==> config.mk <==
export PLATFORM = sky130hd
export DESIGN_NAME = spi_opseq
export DESIGN_NICKNAME = d
export VERILOG_FILES = /design/src/rtl/spi_opseq_pkg.sv /design/src/rtl/opseq_fifo.sv /design/src/rtl/opseq_engine.sv /design/src/rtl/spi_opseq.sv
export SDC_FILE = /design/constraint.sdc
export NUM_CORES = 1
export LEC_CHECK = 0
export BUFFER_PORTS_ARGS = -buffer_cell sky130_fd_sc_hd__buf_4
export CORE_MARGIN = 5
export CORE_UTILIZATION = 40
export DETAILED_ROUTE_END_ITERATION = 16
export HOLD_SLACK_MARGIN = 0.1
export PLACE_DENSITY = 0.61
export SKIP_LAST_GASP = 1
export SLEW_MARGIN = 0
export SYNTH_ARGS = -nofsm -noshare
export SYNTH_HDL_FRONTEND = slang
export SYNTH_HIERARCHICAL = 1
export SYNTH_SLANG_ARGS = --single-unit
==> constraint.sdc <==
create_clock -name clk -period 4.57 [get_ports clk]
set_clock_uncertainty 0.05 [all_clocks]
set_input_delay 0.2285 -clock clk [delete_from_list [all_inputs] [get_ports clk]]
set_output_delay 0.2285 -clock clk [all_outputs]
set_load 0.1 [all_outputs]
==> src/rtl/spi_opseq_pkg.sv <==
package spi_opseq_pkg;

    localparam int LEN_W     = 9;
    localparam int OPC_W     = 5;
    localparam int OPWORD_W  = LEN_W + OPC_W;

    localparam logic [2:0] A_STAGE  = 3'd0;
    localparam logic [2:0] A_COMMIT = 3'd1;
    localparam logic [2:0] A_DPUSH  = 3'd2;
    localparam logic [2:0] A_DPOP   = 3'd3;
    localparam logic [2:0] A_HEAD   = 3'd0;
    localparam logic [2:0] A_DRAIN  = 3'd1;
    localparam logic [2:0] A_OFULL  = 3'd2;
    localparam logic [2:0] A_DFULL  = 3'd3;
    localparam logic [2:0] A_DEMPTY = 3'd4;

    typedef enum logic [1:0] {LANE1, LANE2, LANE4} lane_e;
    typedef enum logic [2:0] {K_NONE, K_CSH, K_CSL, K_TX, K_RX} kind_e;
    typedef enum logic [1:0] {S_IDLE, S_LOAD, S_LO, S_HI} state_e;

    typedef struct packed {
        kind_e             kind;
        lane_e             lane;
        logic [LEN_W-1:0]  len;
    } op_t;

    function automatic op_t decode_op(logic [OPWORD_W-1:0] w);
        op_t o;
        o.len  = w[LEN_W-1:0];
        o.lane = LANE1;
        o.kind = K_NONE;
        case (w[OPWORD_W-1:LEN_W])
            5'h00: o.kind = K_CSH;
            5'h01: o.kind = K_CSL;
            5'h08: o.kind = K_TX;
            5'h09: begin o.kind = K_TX; o.lane = LANE2; end
            5'h0A: begin o.kind = K_TX; o.lane = LANE4; end
            5'h0C: o.kind = K_RX;
            5'h0E: begin o.kind = K_RX; o.lane = LANE2; end
            5'h0F: begin o.kind = K_RX; o.lane = LANE4; end
            default: o.kind = K_NONE;
        endcase
        return o;
    endfunction

    function automatic logic [2:0] last_beat(lane_e l);
        case (l)
            LANE2:   return 3'd3;
            LANE4:   return 3'd1;
            default: return 3'd7;
        endcase
    endfunction

    function automatic logic [7:0] shift_lane(logic [7:0] sr, logic [3:0] io, lane_e l);
        case (l)
            LANE2:   return {sr[5:0], io[1:0]};
            LANE4:   return {sr[3:0], io};
            default: return {sr[6:0], io[1]};
        endcase
    endfunction

    function automatic logic [3:0] drive_lane(logic [7:0] sr, lane_e l);
        case (l)
            LANE2:   return {2'b00, sr[7:6]};
            LANE4:   return sr[7:4];
            default: return {3'b000, sr[7]};
        endcase
    endfunction

    function automatic logic [3:0] oe_mask(lane_e l);
        case (l)
            LANE2:   return 4'b0011;
            LANE4:   return 4'b1111;
            default: return 4'b0001;
        endcase
    endfunction

endpackage

==> src/rtl/opseq_fifo.sv <==
module opseq_fifo #(
    parameter int W     = 8,
    parameter int DEPTH = 8
) (
    input  logic         clk,
    input  logic         rst,
    input  logic         push,
    input  logic [W-1:0] din,
    input  logic         pop,
    output logic [W-1:0] head,
    output logic         empty,
    output logic         full
);
    localparam int AW = (DEPTH > 1) ? $clog2(DEPTH) : 1;
    localparam int CW = AW + 1;

    logic [W-1:0]  mem [DEPTH];
    logic [AW-1:0] wp, rp;
    logic [CW-1:0] count;
    logic          do_push, do_pop;

    assign empty   = (count == '0);
    assign full    = (count == CW'(DEPTH));
    assign do_pop  = pop && !empty;
    assign do_push = push && (!full || do_pop);
    assign head    = mem[rp];

    always_ff @(posedge clk) begin
        if (rst) begin
            wp    <= '0;
            rp    <= '0;
            count <= '0;
        end else begin
            if (do_push) begin
                mem[wp] <= din;
                wp      <= (wp == AW'(DEPTH - 1)) ? '0 : wp + 1'b1;
            end
            if (do_pop)
                rp <= (rp == AW'(DEPTH - 1)) ? '0 : rp + 1'b1;
            count <= count + CW'(do_push) - CW'(do_pop);
        end
    end

    a_r10_full_drops: assert property (@(posedge clk) disable iff (rst)
        (push && !pop && full) |=> full);
    a_r10_empty_holds: assert property (@(posedge clk) disable iff (rst)
        (pop && !push && empty) |=> empty);

endmodule

==> src/rtl/opseq_engine.sv <==
module opseq_engine
    import spi_opseq_pkg::*;
(
    input  logic                clk,
    input  logic                rst,
    input  logic                op_valid,
    input  logic [OPWORD_W-1:0] op_word,
    output logic                op_pop,
    input  logic [7:0]          d_head,
    input  logic                d_empty,
    input  logic                d_full,
    output logic                d_pop,
    output logic                d_push,
    output logic [7:0]          d_wdata,
    input  logic [3:0]          io_i,
    output logic                sck,
    output logic                cs_n,
    output logic [3:0]          io_o,
    output logic [3:0]          io_oe,
    output logic                busy
);
    state_e           state;
    kind_e            kind;
    lane_e            lane;
    logic [LEN_W-1:0] remain;
    logic [2:0]       beat;
    logic [7:0]       sr;
    logic             sck_q, cs_q;
    op_t              nxt;

    assign nxt     = decode_op(op_word);
    assign op_pop  = (state == S_IDLE) && op_valid;
    assign d_pop   = (state == S_LOAD) && (kind == K_TX) && (remain != '0) && !d_empty;
    assign d_push  = (state == S_HI) && (kind == K_RX) && (beat == 3'd0);
    assign d_wdata = sr;
    assign sck     = sck_q;
    assign cs_n    = cs_q;
    assign busy    = (state != S_IDLE);
    assign io_o    = (kind == K_TX) ? drive_lane(sr, lane) : 4'b0000;
    assign io_oe   = (kind == K_TX && state != S_IDLE) ? oe_mask(lane) : 4'b0000;

    always_ff @(posedge clk) begin
        if (rst) begin
            state  <= S_IDLE;
            kind   <= K_NONE;
            lane   <= LANE1;
            remain <= '0;
            beat   <= '0;
            sr     <= '0;
            sck_q  <= 1'b0;
            cs_q   <= 1'b1;
        end else begin
            case (state)
                S_IDLE: if (op_valid) begin
                    case (nxt.kind)
                        K_CSH: cs_q <= 1'b1;
                        K_CSL: cs_q <= 1'b0;
                        K_TX, K_RX: if (nxt.len != '0) begin
                            kind   <= nxt.kind;
                            lane   <= nxt.lane;
                            remain <= nxt.len;
                            state  <= S_LOAD;
                        end
                        default: ;
                    endcase
                end
                S_LOAD: begin
                    if (remain == '0) begin
                        state <= S_IDLE;
                        kind  <= K_NONE;
                    end else if (kind == K_TX && !d_empty) begin
                        sr    <= d_head;
                        beat  <= last_beat(lane);
                        state <= S_LO;
                    end else if (kind == K_RX && !d_full) begin
                        beat  <= last_beat(lane);
                        state <= S_LO;
                    end
                end
                S_LO: begin
                    sck_q <= 1'b1;
                    state <= S_HI;
                    if (kind == K_RX)
                        sr <= shift_lane(sr, io_i, lane);
                end
                S_HI: begin
                    sck_q <= 1'b0;
                    if (kind == K_TX)
                        sr <= shift_lane(sr, 4'b0000, lane);
                    if (beat == 3'd0) begin
                        remain <= remain - 1'b1;
                        state  <= S_LOAD;
                    end else begin
                        beat  <= beat - 1'b1;
                        state <= S_LO;
                    end
                end
                default: state <= S_IDLE;
            endcase
        end
    end

    a_r8_single_high: assert property (@(posedge clk) disable iff (rst)
        sck_q |=> !sck_q);
    a_r8_cs_with_sck_low: assert property (@(posedge clk) disable iff (rst)
        !$stable(cs_q) |-> !sck_q);
    a_r6_rx_no_overflow: assert property (@(posedge clk) disable iff (rst)
        d_push |-> !d_full);
    a_r6_tx_stall_low: assert property (@(posedge clk) disable iff (rst)
        (state == S_LOAD && kind == K_TX && d_empty) |=> !sck_q);

endmodule

==> src/rtl/spi_opseq.sv <==
module spi_opseq
    import spi_opseq_pkg::*;
#(
    parameter int OP_DEPTH   = 4,
    parameter int DATA_DEPTH = 8
) (
    input  logic                clk,
    input  logic                rst,
    input  logic                bus_wr,
    input  logic [2:0]          bus_addr,
    input  logic [OPWORD_W-1:0] bus_wdata,
    output logic [7:0]          bus_rdata,
    output logic                sck_o,
    output logic                cs_n_o,
    output logic [3:0]          io_o_o,
    output logic [3:0]          io_oe_o,
    input  logic [3:0]          io_i
);
    logic [OPWORD_W-1:0] staged;
    logic [OPWORD_W-1:0] op_head;
    logic                sw_op_push, sw_d_push, sw_d_pop;
    logic                op_empty, op_full, op_pop;
    logic                d_empty, d_full, eng_pop, eng_push, busy;
    logic [7:0]          d_head, eng_wdata;
    logic                drained;

    assign sw_op_push = bus_wr && bus_addr == A_COMMIT && bus_wdata[0];
    assign sw_d_push  = bus_wr && bus_addr == A_DPUSH;
    assign sw_d_pop   = bus_wr && bus_addr == A_DPOP && bus_wdata[0];
    assign drained    = op_empty && !busy;

    always_ff @(posedge clk) begin
        if (rst)
            staged <= '0;
        else if (bus_wr && bus_addr == A_STAGE)
            staged <= bus_wdata;
    end

    always_comb begin
        case (bus_addr)
            A_HEAD:   bus_rdata = d_head;
            A_DRAIN:  bus_rdata = {7'b0, drained};
            A_OFULL:  bus_rdata = {7'b0, op_full};
            A_DFULL:  bus_rdata = {7'b0, d_full};
            A_DEMPTY: bus_rdata = {7'b0, d_empty};
            default:  bus_rdata = 8'h00;
        endcase
    end

    opseq_fifo #(.W(OPWORD_W), .DEPTH(OP_DEPTH)) u_opq (
        .clk(clk), .rst(rst), .push(sw_op_push), .din(staged), .pop(op_pop),
        .head(op_head), .empty(op_empty), .full(op_full)
    );

    opseq_fifo #(.W(8), .DEPTH(DATA_DEPTH)) u_dq (
        .clk(clk), .rst(rst), .push(eng_push || sw_d_push),
        .din(eng_push ? eng_wdata : bus_wdata[7:0]), .pop(eng_pop || sw_d_pop),
        .head(d_head), .empty(d_empty), .full(d_full)
    );

    opseq_engine u_eng (
        .clk(clk), .rst(rst), .op_valid(!op_empty), .op_word(op_head), .op_pop(op_pop),
        .d_head(d_head), .d_empty(d_empty), .d_full(d_full), .d_pop(eng_pop),
        .d_push(eng_push), .d_wdata(eng_wdata), .io_i(io_i), .sck(sck_o),
        .cs_n(cs_n_o), .io_o(io_o_o), .io_oe(io_oe_o), .busy(busy)
    );

    a_r7_drained_quiet: assert property (@(posedge clk) disable iff (rst)
        (drained && !sw_op_push) |=> !sck_o);

endmodule

==> results.cfg, run 1 <==
[status]
outcome = complete, no violations

[floorplanning]
top_level_ports = 42
dieWidth_um = 156
die_y_um = 156
fp.coreArea_um2 = 21000
fp-row-count = 53
dieArea_um2 = 24400
start_util = 0.406

[synth]
syn_nets = 710
synth.area.top_cells = edfxtp_1 42%, dfxtp_1 15%, mux4_1 4.9%
synth_common_cells = 120 x edfxtp_1, 65 x dfxtp_1, 48 x a21oi_1, 48 x nand2_1, 43 x nor2_1
avgSynthCellArea_um2 = 12.9
synth_seq_cells = 185
synth_cell_type_count = 71
mappedNetlistArea_um2 = 8540
ys_async_sr_fraction = 0
synth_top_area_frac = 0.422
synth_largest_area_cell = edfxtp_1
ys.flop_type = edfxtp_1
yosysWarnings = 6
seq_area_frac_synth = 0.574
netlist_instances = 663
synth-edff-count = 120
synth.most_common_cell = edfxtp_1

[power]
irDropWorstVdd_mv = 0.226
finalPower_w = 0.00415
p_per_area_nw_per_um2 = 419
power.leakage_nw = 3.49

[critical_path]
crit_fanout = 16
cp_cell_sequence = mux4_1 -> mux2_2 -> mux2i_1 -> nor3_1 -> a211o_1 -> buf_4
ff2ff_setup_slack_ns = 1.39
worstSetupEndpointType = output pin
worstSetupStartpointType = flip-flop
rr_startpoint = u_eng/state[0]
worstPathRequired_ns = 4.29
cp_slowest_cell = dfxtp_1
critPathKind = reg -> out
cp.arrival_ns = 3.10
cpPeakStageDelay_ns = 0.91

[timing]
finalHoldViolCount = 0
setup_viol = 0
tightest_slew_ns = 0.900
slew_headroom = 0.399
rsz0062_at_grt = no
slew_viol_final = 0
fin_crit_ns = 3.38
finalCritPeriodShare = 0.739
fmax_ghz = 0.296
setup_tns_ns = 0

[clock_network]
clk_pin_slew_ns = 0.07
cts_buffers = 17
cts_tree = done
clock_insertion_delay_worst_skew_ns = 0.43
cts_root_buf = clkbuf_16
cts.sinks = 185
postCtsSetupRepairBufs = 0
h-tree-depth = 4
cts_max_path_buffers = 2

[final_layout]
nets = 764
seqCellArea_um2 = 4900
multi_input_area_um2 = 3350
fillers = 1831
antenna_cells = 0
areaGrowthSynthToFinish_pct = 16.0
drive_above_1_share = 0.201

[routing]
drtAntennaViolNets = 0
initialDrtViolationCount = 485
routed_wl_um = 19400
drc = 0
wire_per_inst_um = 19.3
vias = 5595
first_pass_iters = 5
vias_per_cell = 5.57

[place]
io_buffer_count = 41
dpl.hpwl_um = 13500
gp_congestion = 0.844

[grt]
grt_pass1_vias = 5609
grt.overflow.total = 0
antenna_found_initial = 2
grt_pass1_wl_um = 30700
grt_max_degree = 73
track_usage = 0.162

[worst_hold_path]
hp-class = in -> reg
hold_path.startpoint = rst

[run]
max_cap_viol_count = 0
report_power, final:
part / switching (W) / leakage, nW / internal, W / total (W)
clock: 0.000730 / 0.311 / 0.000854 / 0.00158
sequential: 0.0000773 / 1.61 / 0.00181 / 0.00189
combinational: 0.000385 / 1.57 / 0.000287 / 0.000672
total: 0.00119 / 3.49 / 0.00295 / 0.00415
metal layers:
layer  share of wire  vias to the layer above  GRT usage
met2            0.51                      141      0.276
met1            0.43                     2805      0.210
met5          0.0014                        -          0
met4           0.013                        4     0.0413
met3           0.044                       20     0.0386
li1                -                     2625          -
logic make-up (layout without fill, tap and decap cells):
logic type / after synthesis / in the layout / synth area share
compound gates: 114 / 114 / 0.0879
xor+xnor: 6 / 6 / 0.00615
fa+ha+maj: 23 / 23 / 0.0355
simple gates: 215 / 215 / 0.138
flops: 185 / 185 / 0.574
buf+inv: 62 / 129 / 0.0363
mux: 58 / 58 / 0.121
cell usage in the layout (no fill, tap or decap), types with 14 or more instances in the layout:
master and n:
nor3_1 27, buf_4 57, a21oi_1 48, inv_1 26, nor2_1 43, mux4_1 16
mux4_2 14, clkbuf_16 17, ha_1 21, dfxtp_1 65, nand2b_1 14, o21ai_0 19
nand2_1 48, mux2_2 17, dlygate4sd3_1 14, edfxtp_1 120
state kept, by name, indices dropped and copies added, names as in the netlist, 4 cells and up, named ones only:
register / flops
u_dq/mem: 64
u_opq/mem: 56
staged: 14
u_eng/remain: 9
u_eng/d_wdata: 8
u_dq/count: 4
layout make-up:
cell class	count	share of cell area
clock inverter	15	0.0222
timing repair buffer	71	0.0573
tap	275	0.0347
clock buffer	17	0.0429
inverter	26	0.00985
sequential	185	0.495
multi-input combinational	416	0.338
metrics by stage:
| stage | setup WS [ns] | utilization | hold WS (ns) | instances | area (um^2) |
|---|---|---|---|---|---|
| 3_3_place_gp | 1.60 | 0.434 | 0.423 | 959 | 9120 |
| 2_1_floorplan | 1.03 | - | 0.248 | 663 | 8540 |
| 3_5_place_dp | 1.44 | 0.434 | 0.440 | 959 | 9120 |
| 5_1_grt | 1.05 | 0.471 | 0.182 | 1005 | 9910 |
| 6_report | 1.19 | 0.471 | 0.167 | 1005 | 9910 |
| 4_1_cts | 1.16 | 0.471 | 0.149 | 1005 | 9910 |
final timing paths:
check	to	cells past startpoint
max	bus_rdata[0]	6
min	u_dq/wp[2]	4
max reg2reg	u_dq/count[2]	12
min reg2reg	staged[10]	2
critical path: cells and delay by family (launching register included):
family                 cells  cell delay, ns
and+or+nand+nor            1            0.07
DFF                        1            0.91
muxes                      3            1.12
buffers and inverters      1            0.25
AOI/OAI and AO/OA          1            0.32
what timing repair did:
action	in CTS	in global routing
endpoints found under the hold margin	14	0
gates resized for setup	0	0
hold buffers	14	0
(Power assumes the default switching activity.)
==> run 2, diff against run 1 <==
--- a/config.mk
+++ b/config.mk
@@ -10,7 +10,7 @@
 export CORE_UTILIZATION = 40
 export DETAILED_ROUTE_END_ITERATION = 16
 export HOLD_SLACK_MARGIN = 0.1
-export PLACE_DENSITY = 0.61
+export PLACE_DENSITY = 0.63
 export SKIP_LAST_GASP = 1
 export SLEW_MARGIN = 0
 export SYNTH_ARGS = -nofsm -noshare
==> constraint.sdc (replaced) <==
create_clock -name clk -period 3 [get_ports clk]
set_clock_uncertainty 0.05 [all_clocks]
set_input_delay 0.15 -clock clk [delete_from_list [all_inputs] [get_ports clk]]
set_output_delay 0.15 -clock clk [all_outputs]
set_load 0.1 [all_outputs]
==> run 2 against run 1 <==
Worst hold slack worse by 0.023 ns. Critical path depth up 1. Largest power group unchanged. Combinational power up 70%. Final cell count up 2.0%. Power up 49%. Core utilization up 0.90 points. Clock-buffer cell count unchanged. Register-to-register slack worse by 1.3 ns. Critical path type unchanged. First-iteration DRC count down 4.7%. Sequential power up 49%. Via count up 2.5%.
==> results.cfg, run 2 (synthesis gave the netlist of run 1 again) <==
[routing]
wl_met1_um = 9000
top_layer_used = met4
first_pass_iters = 5
vias = 5733
drc = 0
met3RoutedLength_um = 974
wire_per_inst_um = 19.2
vias_per_cell = 5.59
routed_wl_um = 19700
wl_met2_um = 9370
initialDrtViolationCount = 462
drtAntennaViolNets = 0

[grt]
grt.overflow.total = 0
grt_pass1_wl_um = 31000
track_usage = 0.164
antenna_found_initial = 0
grt_max_degree = 50
grt_pass1_vias = 5594

[timing]
slew_viol_final = 0
setup_viol = 0
tightest_slew_ns = 0.905
fmax_ghz = 0.347
fin_crit_ns = 2.88
fin_hold_ws_ns = 0.144
finalHoldViolCount = 0
rsz0062_at_grt = yes
slew_headroom = 0.394
finalCritPeriodShare = 0.961

[final_layout]
largest_reg_flops = 64
postLayoutCellArea_um2 = 10100
fin_util = 0.480
final_cells = 1025
reg.largest.list = u_dq/mem: 64 flops, u_opq/mem: 56 flops, staged: 14 flops
final_cell_mix = 120 x edfxtp_1, 72 x buf_4, 64 x dfxtp_1, 48 x nand2_1, 48 x a21oi_1
drive_above_1_share = 0.232
regMostFlops = u_dq/mem
areaGrowthSynthToFinish_pct = 18.2
nets = 784
final_common_cell = edfxtp_1
antenna_cells = 0

[critical_path]
ff2ff_setup_slack_ns = 0.12
crit_family = multiplexers
rr_startpoint = u_eng/remain[1]
worstSetupStartpointType = flip-flop
reg2reg_depth = 15
cp.arrival_ns = 2.68
worstPathRequired_ns = 2.80
cpMostUsedCell = buf_4
critPathKind = reg -> out
r2r_end = u_dq/count[2]
crit_fanout = 7
cp_slowest_cell = mux4_1
worstSetupEndpointType = output pin
cpPeakStageDelay_ns = 0.56
cp_cell_sequence = buf_4 -> mux4_1 -> mux2_2 -> mux2i_1 -> nor3_1 -> a211o_1 -> buf_4
cp.buffers_inverters = 2

[status]
outcome = complete, no violations

[floorplanning]
start_util = 0.406
dieWidth_um = 156
fp-row-count = 53
top_level_ports = 42
fp.coreArea_um2 = 21000
dieArea_um2 = 24400
die_y_um = 156

[run]
max_cap_viol_count = 0

[clock_network]
cts_buffers = 17
h-tree-depth = 4
clock_insertion_delay_worst_skew_ns = 0.43
clk_pin_slew_ns = 0.07
cts.sinks = 185
cts_tree = done
cts_root_buf = clkbuf_16
cts_max_path_buffers = 2

[power]
irDropWorstVdd_mv = 0.354
p_per_area_nw_per_um2 = 612
power.leakage_nw = 3.59

[worst_hold_path]
hold_path.startpoint = bus_addr[1]
hp-class = in -> reg
worstHoldPathCells = 4
min_to = staged[5]

[place]
dpl.hpwl_um = 13700
placed_cells = 973
gp_congestion = 0.837
io_buffer_count = 41
placed_area_um2 = 9270
## run 2: per-layer routing
metal	track usage	up-vias
li1	-	2671
met2	0.256	166
met5	0	-
met4	0.0521	0
met3	0.0352	25
met1	0.231	2871
## run 2: report_power, final
group          switching [W]  internal [W]  total [W]
clock network        0.00108       0.00113    0.00221
logic               0.000661      0.000480    0.00114
registers          0.0000610       0.00276    0.00282
## run 2: timing repair
| item | 4_1_cts | 5_1_grt |
|---|---|---|
| setup endpoints to repair | 0 | 58 |
| buffers inserted | 0 | 2 |
| resized for setup | 0 | 6 |
| hold buffers | 18 | 0 |
| endpoints found under the hold margin | 23 | 0 |
## run 2: cell type report
class                           instances  area, um^2
Clock buffer                           17         425
Clock inverter                         15         170
Fill cell                            1788       10900
Inverter                               26        97.6
Multi-Input combinational cell        416        3410
Sequential cell                       185        4910
Tap cell                              275         344
Timing Repair Buffer                   91         741
## run 2: worst max-delay path by stage
stage	end	cells after the start	slack [ns]	from
final	bus_rdata[0]	7	0.12	flip-flop
after global placement	u_dq/count[2]	15	0.17	u_eng/remain[0]
after floorplan	io_o_o[1]	4	-0.21	u_eng/lane[0]
after global routing	u_dq/count[2]	15	-0.06	u_eng/remain[1]
after CTS	u_dq/count[2]	15	0.05	u_eng/remain[0]
after detailed placement	u_dq/mem[2][3]	10	0.05	u_eng/remain[0]
## run 2: worst register-to-register path, delay by kind of cell (launching register included)
family                     cells  cell delay (ns)
xor gates and xnor gates       1             0.15
DFF                            1             0.37
adders and majority gates      3             0.72
and+or+nand+nor                7             1.03
buffers and inverters          3             0.24
AOI/OAI and AO/OA              1             0.22
## run 2: through the flow
step | setup slack [ns] | total power [W] | setup TNS (ns)
floorplan | -0.212 | 0.00369 | -5.27
global placement | 0.165 | 0.00396 | 0
detailed placement | 0.0537 | 0.00399 | 0
CTS | 0.0458 | 0.00621 | 0
global route | -0.0574 | 0.00644 | -0.0791
finish | 0.118 | 0.00618 | 0
